[src/rtl/scan_pkg.sv]
package scan_pkg;
   typedef enum logic [1:0] {
      MODE_RUN   = 2'd0,
      MODE_DARK  = 2'd1,
      MODE_LAMP  = 2'd2,
      MODE_SLEEP = 2'd3
   } scan_mode_e;

   localparam int SEG_W = 8;
endpackage

[src/rtl/scan_timer.sv]
module scan_timer #(
   parameter int PRESCALE = 4,
   parameter int SUB_W    = 4
) (
   input  logic             clk,
   input  logic             rst_n,
   output logic [SUB_W-1:0] sub_o,
   output logic             slot_end_o
);
   localparam int PS_W = (PRESCALE > 1) ? $clog2(PRESCALE) : 1;
   localparam logic [SUB_W-1:0] SUB_MAX = {SUB_W{1'b1}};

   logic tick;

   generate
      if (PRESCALE == 1) begin : g_direct
         assign tick = 1'b1;
      end else begin : g_div
         logic [PS_W-1:0] div_q;
         always_ff @(posedge clk) begin
            if (!rst_n) begin
               div_q <= '0;
            end else if (div_q == PS_W'(PRESCALE - 1)) begin
               div_q <= '0;
            end else begin
               div_q <= div_q + 1'b1;
            end
         end
         assign tick = (div_q == PS_W'(PRESCALE - 1));
      end
   endgenerate

   always_ff @(posedge clk) begin
      if (!rst_n) begin
         sub_o <= '0;
      end else if (tick) begin
         sub_o <= sub_o + 1'b1;
      end
   end

   assign slot_end_o = tick && (sub_o == SUB_MAX);
endmodule

[src/rtl/glyph_decoder.sv]
module glyph_decoder (
   input  logic [7:0] data_i,
   input  logic       decode_i,
   output logic [7:0] seg_o
);
   logic [6:0] hex_shape;

   always_comb begin
      case (data_i[3:0])
         4'h0: hex_shape = 7'h3F;
         4'h1: hex_shape = 7'h06;
         4'h2: hex_shape = 7'h5B;
         4'h3: hex_shape = 7'h4F;
         4'h4: hex_shape = 7'h66;
         4'h5: hex_shape = 7'h6D;
         4'h6: hex_shape = 7'h7D;
         4'h7: hex_shape = 7'h07;
         4'h8: hex_shape = 7'h7F;
         4'h9: hex_shape = 7'h6F;
         4'hA: hex_shape = 7'h77;
         4'hB: hex_shape = 7'h7C;
         4'hC: hex_shape = 7'h39;
         4'hD: hex_shape = 7'h5E;
         4'hE: hex_shape = 7'h79;
         default: hex_shape = 7'h71;
      endcase
   end

   always_comb begin
      if (!decode_i) begin
         seg_o = data_i;
      end else if (data_i[5:4] == 2'b00) begin
         seg_o = {data_i[6], hex_shape};
      end else begin
         seg_o = {data_i[6], 7'h00};
      end
   end
endmodule

[src/rtl/digit_sequencer.sv]
module digit_sequencer #(
   parameter int NUM_DIGITS = 4,
   parameter int DUTY_W     = 4
) (
   input  logic                       clk,
   input  logic                       rst_n,
   input  logic                       slot_end_i,
   input  logic [DUTY_W-1:0]          sub_i,
   input  logic [$clog2(NUM_DIGITS)-1:0] last_digit_i,
   input  logic [DUTY_W-1:0]          duty_i,
   input  logic                       decode_i,
   input  logic [NUM_DIGITS*8-1:0]    digit_data_i,
   output logic [$clog2(NUM_DIGITS)-1:0] cur_idx_o,
   output logic [7:0]                 seg_q_o,
   output logic [DUTY_W-1:0]          duty_q_o,
   output logic                       lit_o
);
   localparam int IDX_W = $clog2(NUM_DIGITS);

   logic [IDX_W-1:0] next_idx;
   logic [7:0]       next_byte;
   logic [7:0]       next_seg;

   always_comb begin
      if (cur_idx_o >= last_digit_i) begin
         next_idx = '0;
      end else begin
         next_idx = cur_idx_o + 1'b1;
      end
   end

   assign next_byte = digit_data_i[next_idx*8 +: 8];

   glyph_decoder u_glyph (
      .data_i   (next_byte),
      .decode_i (decode_i),
      .seg_o    (next_seg)
   );

   always_ff @(posedge clk) begin
      if (!rst_n) begin
         cur_idx_o <= IDX_W'(NUM_DIGITS - 1);
         seg_q_o   <= '0;
         duty_q_o  <= '0;
      end else if (slot_end_i) begin
         cur_idx_o <= next_idx;
         seg_q_o   <= next_seg;
         duty_q_o  <= duty_i;
      end
   end

   assign lit_o = (sub_i < duty_q_o);
endmodule

[src/rtl/seg_scan_driver.sv]
module seg_scan_driver #(
   parameter int CLK_HZ     = 50_000_000,
   parameter int SCAN_HZ    = 480,
   parameter int NUM_DIGITS = 4,
   parameter int DUTY_W     = 4
) (
   input  logic                          clk,
   input  logic                          rst_n,
   input  logic [1:0]                    mode_i,
   input  logic                          decode_i,
   input  logic [$clog2(NUM_DIGITS)-1:0] last_digit_i,
   input  logic [DUTY_W-1:0]             duty_i,
   input  logic [NUM_DIGITS*8-1:0]       digit_data_i,
   output logic [scan_pkg::SEG_W-1:0]    seg_o,
   output logic [NUM_DIGITS-1:0]         dig_o
);
   import scan_pkg::*;

   localparam int SUBSLOTS = 1 << DUTY_W;
   localparam int PRESCALE = CLK_HZ / (SCAN_HZ * NUM_DIGITS * SUBSLOTS);
   localparam int IDX_W    = $clog2(NUM_DIGITS);

   generate
      if (PRESCALE < 1) begin : g_bad_rate
         $error("seg_scan_driver: CLK_HZ too low for SCAN_HZ");
      end
      if (NUM_DIGITS < 2 || (1 << IDX_W) != NUM_DIGITS) begin : g_bad_digits
         $error("seg_scan_driver: NUM_DIGITS must be a power of two >= 2");
      end
      if (DUTY_W < 1) begin : g_bad_duty
         $error("seg_scan_driver: DUTY_W must be positive");
      end
   endgenerate

   logic [DUTY_W-1:0] sub;
   logic              slot_end;
   logic [IDX_W-1:0]  cur_idx;
   logic [7:0]        seg_q;
   logic [DUTY_W-1:0] duty_q;
   logic              lit;
   logic [NUM_DIGITS-1:0] strobe;
   scan_mode_e        mode;

   assign mode = scan_mode_e'(mode_i);

   scan_timer #(.PRESCALE(PRESCALE), .SUB_W(DUTY_W)) u_timer (
      .clk        (clk),
      .rst_n      (rst_n),
      .sub_o      (sub),
      .slot_end_o (slot_end)
   );

   digit_sequencer #(.NUM_DIGITS(NUM_DIGITS), .DUTY_W(DUTY_W)) u_seq (
      .clk          (clk),
      .rst_n        (rst_n),
      .slot_end_i   (slot_end),
      .sub_i        (sub),
      .last_digit_i (last_digit_i),
      .duty_i       (duty_i),
      .decode_i     (decode_i),
      .digit_data_i (digit_data_i),
      .cur_idx_o    (cur_idx),
      .seg_q_o      (seg_q),
      .duty_q_o     (duty_q),
      .lit_o        (lit)
   );

   generate
      for (genvar d = 0; d < NUM_DIGITS; d++) begin : g_strobe
         assign strobe[d] = lit && (cur_idx == IDX_W'(d));
      end
   endgenerate

   always_ff @(posedge clk) begin
      if (!rst_n) begin
         seg_o <= '0;
         dig_o <= '0;
      end else begin
         case (mode)
            MODE_RUN: begin
               seg_o <= seg_q;
               dig_o <= strobe;
            end
            MODE_LAMP: begin
               seg_o <= '1;
               dig_o <= strobe;
            end
            default: begin
               seg_o <= '0;
               dig_o <= '0;
            end
         endcase
      end
   end
endmodule

[config.mk]
export PLATFORM = sky130hd
export DESIGN_NAME = seg_scan_driver
export DESIGN_NICKNAME = d
export VERILOG_FILES = /design/src/rtl/scan_pkg.sv /design/src/rtl/scan_timer.sv /design/src/rtl/glyph_decoder.sv /design/src/rtl/digit_sequencer.sv /design/src/rtl/seg_scan_driver.sv
export SDC_FILE = /design/constraint.sdc
export NUM_CORES = 1
export LEC_CHECK = 0
export BUFFER_PORTS_ARGS = -buffer_cell sky130_fd_sc_hd__buf_2
export CORE_UTILIZATION = 25
export CTS_CLUSTER_SIZE = 12
export DETAILED_ROUTE_END_ITERATION = 8
export GPL_TIMING_DRIVEN = 1
export PLACE_DENSITY_LB_ADDON = 0.15
export SYNTH_ARGS = -nofsm -noshare
export SYNTH_HDL_FRONTEND = slang
export SYNTH_SLANG_ARGS = --single-unit
[constraint.sdc]
create_clock -name clk -period 3.3 [get_ports clk]
set_clock_uncertainty 0.05 [all_clocks]
set_input_delay 0.165 -clock clk [delete_from_list [all_inputs] [get_ports clk]]
set_output_delay 0.165 -clock clk [all_outputs]
set_load 0.01 [all_outputs]
==> impl_metrics.sql, run 1 <==
INSERT INTO impl_metrics (metric_group, metric, value, unit) VALUES
('timing', 'slack_of_the_critical_path', '245', 'ps'),
('run_status', 'run_status', 'complete, no violations', ''),
('clock_tree', 'cts-root-to-sink-buffers', '2', ''),
('setup_path', 'worst_path_most_repeated_cell', 'sky130_fd_sc_hd__inv_1', ''),
('floorplan', 'die_height', '100', 'um'),
('placed_design', 'placement.io_buffers', '54', ''),
('synthesis', 'synth_top_family_by_area', 'compound AO/OA/AOI/OAI gates', ''),
('setup_path', 'worstRegToRegCells', '11', ''),
('setup_path', 'worst_ep_arrival_time', '3190', 'ps'),
('clock_tree', 'cts_num_sinks', '41', ''),
('floorplan', 'initial_utilization', '0.260', ''),
('pwr', 'seq_power_share', '0.481', ''),
('detailed_routing', 'routed_via_density', '4.58', ''),
('floorplan', 'core.rowCount', '35', ''),
('setup_path', 'critPathMaxStageDelay', '450', 'ps'),
('synthesis', 'yosys.area.top_type', 'sky130_fd_sc_hd__dfxtp_1', ''),
('flow_run', 'cap_viol_max_count', '0', ''),
('detailed_routing', 'route.final.wire_length', '5.59', 'mm'),
('finish', 'nNetsFinal', '388', ''),
('pwr', 'clkPwrFrac', '0.395', ''),
('synthesis', 'mappedNetlistArea', '2420', 'um2'),
('finish', 'finish.utilization', '0.315', ''),
('finish', 'syn2layout_area_growth', '21.3', '%'),
('global_route', 'number_of_antenna_violations_at_the_first_check_in_global_routing', '0', ''),
('timing', 'clock.fmax', '0.327', 'GHz'),
('floorplan', 'io-pin-count', '55', ''),
('clock_tree', 'clk_latency', '290', 'ps'),
('pwr', 'power.switching', '0.244', 'mW'),
('synthesis', 'yosys.area_share.simple', '0.206', ''),
('synthesis', 'muxShareOfSynthArea', '0.0584', ''),
('synthesis', 'post_synth_xor_area_fraction', '0.0326', ''),
('synthesis', 'postSynth.asyncResetShare', '0', ''),
('synthesis', 'post_synth_main_area_contributors', 'sky130_fd_sc_hd__dfxtp_1, sky130_fd_sc_hd__ha_1, sky130_fd_sc_hd__nor2_1', ''),
('clock_tree', 'cts.hold.buffers_added', '0', ''),
('synthesis', 'synthCells', '274', ''),
('synthesis', 'synth_top_cell_area_share', '0.339', ''),
('pwr', 'leakage', '1.22', 'nW'),
('synthesis', 'synth_adder_area_share', '0.0930', ''),
('placed_design', 'gp_congestion', '0.810', ''),
('global_route', 'grt_pass1_vias', '2000', ''),
('synthesis', 'synth_ff_type', 'sky130_fd_sc_hd__dfxtp_1', ''),
('detailed_routing', 'wire_per_inst', '12.2', 'um'),
('setup_path', 'critPathSlowestCell', 'sky130_fd_sc_hd__ha_1', ''),
('detailed_routing', 'drt_pre_antenna_iters', '4', ''),
('synthesis', 'count_of_flip_flops_with_a_built_in_enable_after_synthesis', '0', ''),
('clock_tree', 'post_cts.repair.setup_buffers', '0', ''),
('clock_tree', 'ctsResizeCount', '0', ''),
('synthesis', 'synth-seq-cells', '41', ''),
('clock_tree', 'clkSlewWorstSetupHoldPaths', '80', 'ps'),
('detailed_routing', 'post-route-drc-count', '0', ''),
('timing', 'timing.max_slew.rel_slack', '0.550', ''),
('global_route', 'grt_pass1_wl', '9.33', 'mm'),
('timing', 'number_of_hold_violations_in_the_final_report', '0', ''),
('synthesis', 'syn_avg_cell_area', '8.84', 'um2'),
('finish', 'nFillCells', '994', ''),
('clock_tree', 'htree_num_levels', '2', ''),
('global_route', 'pin_count_of_the_biggest_net_entering_global_routing', '22', ''),
('global_route', 'grt_use_total', '0.116', ''),
('clock_tree', 'tritoncts', 'done', ''),
('detailed_routing', 'routed-via-count', '2092', ''),
('synthesis', 'synth_compound_gate_area_share', '0.227', ''),
('timing', 'fin_tns_setup', '0', 'ps'),
('min_path', 'type_of_the_most_critical_hold_path', 'input port to register', ''),
('synthesis', 'synth_cell_type_count', '53', ''),
('finish', 'layout-drive-gt1-share', '0.256', ''),
('setup_path', 'critical_path_class', 'register to register', ''),
('global_route', 'gr_overflow_total', '0', ''),
('timing', 'rsz0062_at_grt', 'false', ''),
('timing', 'finalCriticalPeriod', '3050', 'ps'),
('setup_path', 'critical_path_required', '3430', 'ps'),
('pwr', 'power.density', '358', 'nW/um2');
[logic make-up (layout without fill, tap and decap cells)]
logic type / Yosys count / in the layout
muxes: 13 / 13
and+or+nand+nor: 103 / 103
xor gates and xnor gates: 9 / 9
adders and majority gates: 18 / 18
buffers and inverters: 24 / 78
DFF: 41 / 41
AOI/OAI and AO/OA: 66 / 66
[critical path, delay by kind of cell (launching register included)]
family,cells,cell delay [ps]
AO/OA/AOI/OAI,3,970
adder cells (fa/ha/maj),2,710
buffers and inverters,3,500
flip-flops,1,400
AND/OR/NAND/NOR,2,160
multiplexers,1,160
[area by class of cell]
cell class,count,area [um2],share of cell area
Sequential cell,41,821,0.279
Inverter,12,45.0,0.0153
Multi-Input combinational cell,209,1490,0.509
Timing Repair Buffer,58,300,0.102
Tap cell,129,161,0.0549
Clock buffer,7,86.3,0.0294
Clock inverter,1,30.0,0.0102
[registers in the layout, summed over array words and instances, names as in the netlist]
signal               cells
u_seq.cur_idx_o          2
u_seq.seg_q_o            8
seg_o                    8
u_seq.duty_q_o           4
u_timer.g_div.div_q     11
u_timer.sub_o            4
dig_o                    4
[per-stage QoR]
stage          cells  power, mW  cell area, um2
2_1_floorplan    274      0.601            2420
6_report         457       1.05            2940
3_5_place_dp     449      0.649            2820
3_3_place_gp     449      0.652            2820
4_1_cts          457       1.07            2940
5_1_grt          457       1.11            2940
[final timing paths]
kind	slack, ps	endpoint	startpoint
min	60	u_seq.duty_q_o[0]	duty_i[0]
max	250	u_seq.seg_q_o[3]	u_seq.cur_idx_o[1]
min reg2reg	410	u_seq.duty_q_o[3]	u_seq.duty_q_o[3]
max reg2reg	250	u_seq.seg_q_o[3]	u_seq.cur_idx_o[1]
[cell usage in the layout (no fill, tap or decap), types with 4 or more instances in the layout]
| master | count |
|---|---|
| sky130_fd_sc_hd__buf_2 | 54 |
| sky130_fd_sc_hd__dfxtp_1 | 41 |
| sky130_fd_sc_hd__nor2_1 | 37 |
| sky130_fd_sc_hd__nand2_1 | 24 |
| sky130_fd_sc_hd__ha_1 | 18 |
| sky130_fd_sc_hd__o21ai_0 | 13 |
| sky130_fd_sc_hd__inv_1 | 11 |
| sky130_fd_sc_hd__and2_1 | 8 |
| sky130_fd_sc_hd__a21oi_1 | 8 |
| sky130_fd_sc_hd__nand3_1 | 7 |
| sky130_fd_sc_hd__or3_1 | 7 |
| sky130_fd_sc_hd__mux2i_1 | 7 |
| sky130_fd_sc_hd__clkbuf_8 | 6 |
| sky130_fd_sc_hd__mux2_2 | 5 |
| sky130_fd_sc_hd__xor2_1 | 5 |
| sky130_fd_sc_hd__nor3_1 | 5 |
| sky130_fd_sc_hd__a31oi_1 | 5 |
| sky130_fd_sc_hd__xnor2_1 | 4 |
| sky130_fd_sc_hd__a21boi_1 | 4 |
| sky130_fd_sc_hd__o221ai_1 | 4 |
| sky130_fd_sc_hd__o221a_1 | 4 |
| sky130_fd_sc_hd__buf_4 | 4 |
[metal layers]
| metal | up-vias | part of all wire | GRT usage | wire (um) |
|---|---|---|---|---|
| met1 | 950 | 0.48 | 0.149 | 2690 |
| met3 | 7 | 0.045 | 0.0292 | 250 |
| li1 | 1084 | - | - | - |
| met2 | 51 | 0.46 | 0.190 | 2570 |
| met5 | - | 0 | 0 | 0 |
| met4 | 0 | 0.015 | 0.0412 | 84 |
[power by group through the flow]
stage / logic (mW) / registers (mW) / clock network (mW)
6_report: 0.130 / 0.506 / 0.415
5_1_grt: 0.146 / 0.507 / 0.455
4_1_cts: 0.132 / 0.506 / 0.430
3_5_place_dp: 0.132 / 0.518 / 0
3_3_place_gp: 0.134 / 0.518 / 0
2_1_floorplan: 0.0820 / 0.519 / 0
Power figures use the tool's default switching activity.
==> run 2, diff against run 1 <==
--- a/config.mk
+++ b/config.mk
@@ -7,10 +7,9 @@
 export LEC_CHECK = 0
 export BUFFER_PORTS_ARGS = -buffer_cell sky130_fd_sc_hd__buf_2
 export CORE_UTILIZATION = 25
-export CTS_CLUSTER_SIZE = 12
+export CTS_CLUSTER_SIZE = 16
 export DETAILED_ROUTE_END_ITERATION = 8
 export GPL_TIMING_DRIVEN = 1
-export PLACE_DENSITY_LB_ADDON = 0.15
 export SYNTH_ARGS = -nofsm -noshare
 export SYNTH_HDL_FRONTEND = slang
 export SYNTH_SLANG_ARGS = --single-unit
==> run 2 against run 1 <==
Effect of this change: utilization shrank 0.54 points; wire length rose by 2.6%; hold slack gained 2.4 ps; sequential power about the same; critical path depth stayed put; largest cell class unchanged; via count rose by 1.7%; sequential share of layout area rose by 0.48 points; highest routed layer unchanged; worst setup slack improved by 130 ps.
==> impl_metrics.sql, run 2 (synthesis gave the netlist of run 1 again) <==
INSERT INTO impl_metrics (metric_group, metric, value, unit) VALUES
('clock_tree', 'ctsResizeCount', '0', ''),
('setup_path', 'worst_setup_path_start_kind', 'register', ''),
('detailed_routing', 'postRouteAntennaNets', '0', ''),
('finish', 'largest_register', 'u_timer.g_div.div_q', ''),
('setup_path', 'worst_path_most_repeated_cell', 'sky130_fd_sc_hd__inv_1', ''),
('timing', 'report.final.slew_viol_count', '0', ''),
('global_route', 'pin_count_of_the_biggest_net_entering_global_routing', '22', ''),
('pwr', 'leakage', '1.19', 'nW'),
('finish', 'layout-drive-gt1-share', '0.252', ''),
('global_route', 'grt_pass1_wl', '9.70', 'mm'),
('placed_design', 'gp_congestion', '0.827', ''),
('setup_path', 'critPathSlowestCell', 'sky130_fd_sc_hd__dfxtp_1', ''),
('timing', 'hold-worst-slack', '61.1', 'ps'),
('pwr', 'power.density', '324', 'nW/um2'),
('global_route', 'grt_use_met3', '0.0265', ''),
('placed_design', 'dpl-instance-area', '2810', 'um2'),
('setup_path', 'cp_cell_sequence', 'inv_1 > ha_1 > inv_1 > nor2_1 > a32o_1 > a221oi_2 > inv_1 > ha_1 > mux2i_1 > nor2_1 > o41ai_1', ''),
('floorplan', 'die_height', '100', 'um'),
('finish', 'final_common_cell', 'sky130_fd_sc_hd__buf_2', ''),
('setup_path', 'critical_path_peak_fanout', '5', ''),
('timing', 'clock.fmax', '0.342', 'GHz'),
('finish', 'layout_common_cells', 'sky130_fd_sc_hd__buf_2, sky130_fd_sc_hd__dfxtp_1, sky130_fd_sc_hd__nor2_1', ''),
('floorplan', 'placeableCoreArea', '9330', 'um2'),
('placed_design', 'dp.cells', '448', ''),
('timing', 'setup-violations-final', '0', ''),
('setup_path', 'critical_path_class', 'register to register', ''),
('setup_path', 'critPathMaxStageDelay', '410', 'ps'),
('detailed_routing', 'routed_via_density', '4.69', ''),
('placed_design', 'post_dp_hpwl', '4.46', 'mm'),
('floorplan', 'core.rowCount', '35', ''),
('timing', 'post_route_fraction_of_the_period_consumed_by_the_critical_path', '0.885', ''),
('clock_tree', 'post_cts.repair.setup_buffers', '0', ''),
('placed_design', 'placement.io_buffers', '54', ''),
('placed_design', 'preCtsSetupSlack', '380', 'ps'),
('global_route', 'grtUsageMet2', '0.199', ''),
('clock_tree', 'htree_num_levels', '2', ''),
('detailed_routing', 'routed-via-count', '2127', ''),
('global_route', 'grt_most_used_layer', 'met2', ''),
('detailed_routing', 'drt_pre_antenna_iters', '4', ''),
('clock_tree', 'cts_num_sinks', '41', ''),
('clock_tree', 'cts_root_buffer', 'sky130_fd_sc_hd__clkbuf_8', ''),
('timing', 'fin_tns_setup', '0', 'ps'),
('clock_tree', 'cts-root-to-sink-buffers', '2', ''),
('setup_path', 'worst_ep_arrival_time', '3060', 'ps'),
('pwr', 'total_power', '0.936', 'mW'),
('flow_run', 'cap_viol_max_count', '0', ''),
('finish', 'finish.utilization', '0.310', ''),
('finish', 'largestRegisters', 'u_timer.g_div.div_q: 11 flops, seg_o: 8 flops, u_seq.seg_q_o: 8 flops', ''),
('floorplan', 'initial_utilization', '0.260', ''),
('global_route', 'grt_util_met1', '0.159', ''),
('timing', 'number_of_hold_violations_in_the_final_report', '0', ''),
('timing', 'timing.max_slew.rel_slack', '0.577', ''),
('finish', 'syn2layout_area_growth', '19.3', '%'),
('floorplan', 'io-pin-count', '55', ''),
('detailed_routing', 'route.final.wire_length', '5.73', 'mm'),
('finish', 'nNetsFinal', '387', ''),
('min_path', 'type_of_the_most_critical_hold_path', 'input port to register', ''),
('clock_tree', 'clkSlewWorstSetupHoldPaths', '70', 'ps'),
('detailed_routing', 'wire_per_inst', '12.6', 'um'),
('timing', 'finalCriticalPeriod', '2920', 'ps'),
('clock_tree', 'clk_latency', '290', 'ps'),
('finish', 'finalInstanceArea', '2890', 'um2'),
('timing', 'slack_of_the_critical_path', '378', 'ps'),
('clock_tree', 'cts.hold.buffers_added', '0', ''),
('global_route', 'grt_use_total', '0.121', ''),
('finish', 'largest_reg_flops', '11', ''),
('clock_tree', 'cts-buffers-inserted', '5', ''),
('pwr', 'power.ir.vdd_worst', '0.000129', 'V'),
('detailed_routing', 'post-route-drc-count', '0', ''),
('finish', 'post_layout_nonfiller_instances', '454', ''),
('detailed_routing', 'dr.first_iter.drc_count', '70', ''),
('global_route', 'gr_overflow_total', '0', ''),
('setup_path', 'capturing_element_type_of_the_critical_path', 'register', ''),
('floorplan', 'die-width', '100', 'um'),
('global_route', 'grt_pass1_vias', '2070', ''),
('setup_path', 'critical_path_required', '3440', 'ps'),
('run_status', 'run_status', 'complete, no violations', ''),
('timing', 'pin_slew_with_the_least_headroom_to_its_limit', '634', 'ps'),
('global_route', 'number_of_antenna_violations_at_the_first_check_in_global_routing', '0', ''),
('floorplan', 'dieArea', '10100', 'um2'),
('finish', 'antenna-diode-count', '0', ''),
('clock_tree', 'tritoncts', 'done', ''),
('timing', 'rsz0062_at_grt', 'false', '');
[run 2: layer usage]
layer  up-vias  routed length [um]
li1       1083                   -
met1       978                2830
met2        60                2530
met3         6                 317
met4         0                  57
met5         -                   0
[run 2: worst paths after layout]
check	from	endpoint	slack, ps	cells past startpoint
hold / removal	duty_i[2]	u_seq.duty_q_o[2]	60	3
hold reg to reg	u_seq.duty_q_o[2]	u_seq.duty_q_o[2]	410	2
setup / recovery	u_seq.cur_idx_o[1]	u_seq.seg_q_o[3]	380	11
setup reg to reg	u_seq.cur_idx_o[1]	u_seq.seg_q_o[3]	380	11
[run 2: area by class of cell]
class | instances | area, um2
flip-flops and latches | 41 | 821
clock inverters | 1 | 5.00
repair buffers | 57 | 293
clock buffers | 5 | 68.8
fillers | 1000 | 6440
well taps | 129 | 161
inverters | 12 | 45.0
multi-input cells | 209 | 1490
[run 2: report_power, final]
part           leakage (nW)  total (mW)  switching, mW  internal [mW]
logic                 0.822       0.132         0.0728         0.0589
registers             0.332       0.506        0.00439          0.501
clock network        0.0399       0.299          0.160          0.139
total                  1.19       0.936          0.237          0.699
[run 2: critical path, delay by kind of cell (launching register included)]
family                     cells  cell delay (ps)
AOI/OAI and AO/OA              3              950
adders and majority gates      2              640
buffers and inverters          3              480
DFF                            1              410
muxes                          1              140
and+or+nand+nor                2              170
==> run 3, diff against run 2 <==
--- a/config.mk
+++ b/config.mk
@@ -5,6 +5,7 @@
 export SDC_FILE = /design/constraint.sdc
 export NUM_CORES = 1
 export LEC_CHECK = 0
+export ABC_AREA = 1
 export BUFFER_PORTS_ARGS = -buffer_cell sky130_fd_sc_hd__buf_2
 export CORE_UTILIZATION = 25
 export CTS_CLUSTER_SIZE = 16
==> run 3 against run 2 <==
Effect of this change: die area rose by 0.25%; sequential cell count did not move; register-to-register slack improved by 190 ps; via count rose by 0.99%; hold slack got worse by 12 ps; maximum frequency rose by 7.1%; sequential power barely moved; clock-buffer cell count did not move; first-iteration DRC count rose by 27%; largest cell class unchanged; largest power group unchanged.
==> impl_metrics.sql, run 3 <==
INSERT INTO impl_metrics (metric_group, metric, value, unit) VALUES
('synthesis', 'syn_nets', '384', ''),
('placed_design', 'gp_congestion', '0.890', ''),
('setup_path', 'critPathMaxStageDelay', '380', 'ps'),
('timing', 'report.final.slew_viol_count', '0', ''),
('synthesis', 'synthCells', '323', ''),
('synthesis', 'mappedNetlistArea', '2430', 'um2'),
('synthesis', 'synth_cell_type_count', '37', ''),
('global_route', 'pin_count_of_the_biggest_net_entering_global_routing', '22', ''),
('global_route', 'gr_overflow_total', '0', ''),
('flow_run', 'cap_viol_max_count', '0', ''),
('floorplan', 'die-width', '101', 'um'),
('finish', 'layout-drive-gt1-share', '0.286', ''),
('min_path', 'type_of_the_most_critical_hold_path', 'input port to register', ''),
('setup_path', 'critical_path_required', '3480', 'ps'),
('setup_path', 'capturing_element_type_of_the_critical_path', 'register', ''),
('synthesis', 'ys_seq_area_frac', '0.338', ''),
('finish', 'nNetsFinal', '437', ''),
('pwr', 'leakage', '1.34', 'nW'),
('finish', 'final_common_cell', 'sky130_fd_sc_hd__nand2_1', ''),
('detailed_routing', 'routed-via-count', '2148', ''),
('pwr', 'power.density', '349', 'nW/um2'),
('timing', 'setup-violations-final', '0', ''),
('global_route', 'number_of_antenna_violations_at_the_first_check_in_global_routing', '0', ''),
('placed_design', 'placement.io_buffers', '54', ''),
('clock_tree', 'cts.hold.buffers_added', '0', ''),
('synthesis', 'synth_top_cell_area_share', '0.338', ''),
('finish', 'regArea', '821', 'um2'),
('pwr', 'switching_part_of_the_total', '0.241', ''),
('global_route', 'grt_pass1_wl', '8.70', 'mm'),
('detailed_routing', 'postRouteAntennaNets', '0', ''),
('pwr', 'total_power', '1.02', 'mW'),
('timing', 'number_of_hold_violations_in_the_final_report', '0', ''),
('floorplan', 'dieArea', '10100', 'um2'),
('synthesis', 'postSynth.asyncResetShare', '0', ''),
('detailed_routing', 'wire_per_inst', '10.2', 'um'),
('synthesis', 'synth_ff_type', 'sky130_fd_sc_hd__dfxtp_1', ''),
('placed_design', 'post_dp_hpwl', '4.09', 'mm'),
('timing', 'clock.fmax', '0.367', 'GHz'),
('finish', 'largest_register', 'u_timer.g_div.div_q', ''),
('timing', 'pin_slew_with_the_least_headroom_to_its_limit', '795', 'ps'),
('synthesis', 'post_synth_most_frequent_cells', 'sky130_fd_sc_hd__nand2_1, sky130_fd_sc_hd__nor2_1, sky130_fd_sc_hd__dfxtp_1', ''),
('clock_tree', 'clkSlewWorstSetupHoldPaths', '80', 'ps'),
('detailed_routing', 'drt_pre_antenna_iters', '4', ''),
('synthesis', 'yosys.cell_count.top_type', 'sky130_fd_sc_hd__nand2_1', ''),
('floorplan', 'placeableCoreArea', '9330', 'um2'),
('pwr', 'clkPwrFrac', '0.394', ''),
('timing', 'finalCriticalPeriod', '2730', 'ps'),
('global_route', 'grt_use_total', '0.107', ''),
('pwr', 'seq_power_share', '0.495', ''),
('detailed_routing', 'post-route-drc-count', '0', ''),
('pwr', 'power.switching', '0.245', 'mW'),
('pwr', 'comb_power_share', '0.111', ''),
('clock_tree', 'htree_num_levels', '2', ''),
('synthesis', 'synth.yosys.warnings', '0', ''),
('timing', 'post_route_fraction_of_the_period_consumed_by_the_critical_path', '0.827', ''),
('clock_tree', 'cts_num_sinks', '41', ''),
('setup_path', 'critical_path_class', 'register to register', ''),
('clock_tree', 'clk_latency', '290', 'ps'),
('finish', 'nFillCells', '999', ''),
('pwr', 'internal_power_summed_over_all_cells', '0.775', 'mW'),
('pwr', 'power.ir.vdd_worst', '0.000124', 'V'),
('timing', 'fin_tns_setup', '0', 'ps'),
('setup_path', 'cp_cell_sequence', 'inv_2 > ha_1 > inv_1 > nand2_2 > nand2_4 > nand3_4 > inv_2 > nand2_1 > nand2_1 > nand2_1 > nand2_1 > inv_2 > ha_1 > inv_1 > nand3_1 > nand3_1 > a21oi_2 > nand2_1 > a21oi_2', ''),
('setup_path', 'critical_path_peak_fanout', '21', ''),
('floorplan', 'core.rowCount', '35', ''),
('global_route', 'grt_pass1_vias', '1945', ''),
('finish', 'finish.utilization', '0.313', ''),
('setup_path', 'worst_path_most_repeated_cell', 'sky130_fd_sc_hd__nand2_1', ''),
('clock_tree', 'cts-root-to-sink-buffers', '2', ''),
('timing', 'rsz0062_at_grt', 'false', ''),
('setup_path', 'worst_setup_path_start_kind', 'register', ''),
('finish', 'layout_common_cells', 'sky130_fd_sc_hd__nand2_1, sky130_fd_sc_hd__buf_2, sky130_fd_sc_hd__nor2_1', ''),
('floorplan', 'initial_utilization', '0.260', ''),
('floorplan', 'die_height', '101', 'um'),
('finish', 'multiInputGateArea', '1400', 'um2'),
('finish', 'largestRegisters', 'u_timer.g_div.div_q: 11 flops, seg_o: 8 flops, u_seq.seg_q_o: 8 flops', ''),
('synthesis', 'syn_avg_cell_area', '7.51', 'um2'),
('finish', 'largest_reg_flops', '11', ''),
('floorplan', 'io-pin-count', '55', ''),
('clock_tree', 'cts-buffers-inserted', '5', ''),
('finish', 'syn2layout_area_growth', '20.3', '%'),
('finish', 'antenna-diode-count', '0', ''),
('clock_tree', 'post_cts.repair.setup_buffers', '0', ''),
('synthesis', 'count_of_flip_flops_with_a_built_in_enable_after_synthesis', '0', ''),
('clock_tree', 'ctsResizeCount', '0', ''),
('clock_tree', 'tritoncts', 'done', ''),
('detailed_routing', 'routed_via_density', '4.25', ''),
('synthesis', 'yosys.area.top_type', 'sky130_fd_sc_hd__dfxtp_1', ''),
('timing', 'timing.max_slew.rel_slack', '0.469', ''),
('synthesis', 'post_synth_main_area_contributors', 'sky130_fd_sc_hd__dfxtp_1, sky130_fd_sc_hd__nand2_1, sky130_fd_sc_hd__ha_1', ''),
('setup_path', 'worst_ep_arrival_time', '2910', 'ps'),
('run_status', 'run_status', 'complete, no violations', ''),
('setup_path', 'critPathSlowestCell', 'sky130_fd_sc_hd__dfxtp_1', ''),
('clock_tree', 'cts_root_buffer', 'sky130_fd_sc_hd__clkbuf_8', ''),
('synthesis', 'synth-seq-cells', '41', ''),
('detailed_routing', 'dr.first_iter.drc_count', '89', ''),
('detailed_routing', 'route.final.wire_length', '5.16', 'mm');
[run 3: cell types whose count changed in the layout (fill, tap and decap cells not counted), sizes merged, moves of 8 or more]
cell	previous run	this run
nand2	25	72
inv	12	36
nand3	7	26
o21ai	14	25
a21oi	9	19
and2	8	0
[run 3: cells by family (layout without fill, tap and decap cells)]
kind of cell,after synthesis,in the layout,share of synthesized area
xor gates and xnor gates,4,4,0.0144
DFF,41,41,0.338
AOI/OAI and AO/OA,55,55,0.138
buffers and inverters,46,100,0.0856
and+or+nand+nor,159,159,0.331
adders and majority gates,18,18,0.0928
[run 3: routing by layer]
metal  vias to the layer above  share of wire  track usage
met5                         -              0            0
met4                         0          0.015       0.0334
met3                         7          0.037       0.0215
li1                       1153              -            -
met2                        39           0.44        0.171
met1                       949           0.50        0.143
[run 3: worst paths after layout]
kind	slack, ps	from	end	cells past startpoint
min reg2reg	420	u_seq.duty_q_o[3]	u_seq.duty_q_o[3]	2
min	50	duty_i[0]	u_seq.duty_q_o[0]	3
max	570	u_seq.cur_idx_o[0]	u_seq.seg_q_o[3]	19
max reg2reg	570	u_seq.cur_idx_o[0]	u_seq.seg_q_o[3]	19
[run 3: power by group through the flow]
stage          Clock (mW)  Sequential (mW)  Combinational [mW]
6_report            0.402            0.505               0.113
5_1_grt             0.434            0.506               0.128
4_1_cts             0.416            0.505               0.114
3_5_place_dp            0            0.517               0.114
3_3_place_gp            0            0.516               0.113
2_1_floorplan           0            0.518              0.0673
[run 3: area by class of cell]
type,count,area share
clock inverters,3,0.0159
clock buffers,5,0.0236
inverters,38,0.0523
multi-input cells,236,0.479
well taps,129,0.0553
repair buffers,54,0.0926
flip-flops and latches,41,0.281
[run 3: critical path, delay by kind of cell (launching register included)]
| family | cells | cell delay (ps) |
|---|---|---|
| fa+ha+maj | 2 | 580 |
| buf+inv | 5 | 510 |
| compound gates | 2 | 220 |
| flops | 1 | 380 |
| simple gates | 10 | 920 |
[run 3: stage by stage]
stage                     setup slack, ps  instances  instance area, um2  hold WS [ps]
after floorplan                       950        323                2430           250
after global placement                692        498                2800           352
after detailed placement              578        498                2800           361
after CTS                             556        506                2920          51.0
after global routing                  280        506                2920          83.9
final                                 571        506                2920          48.7
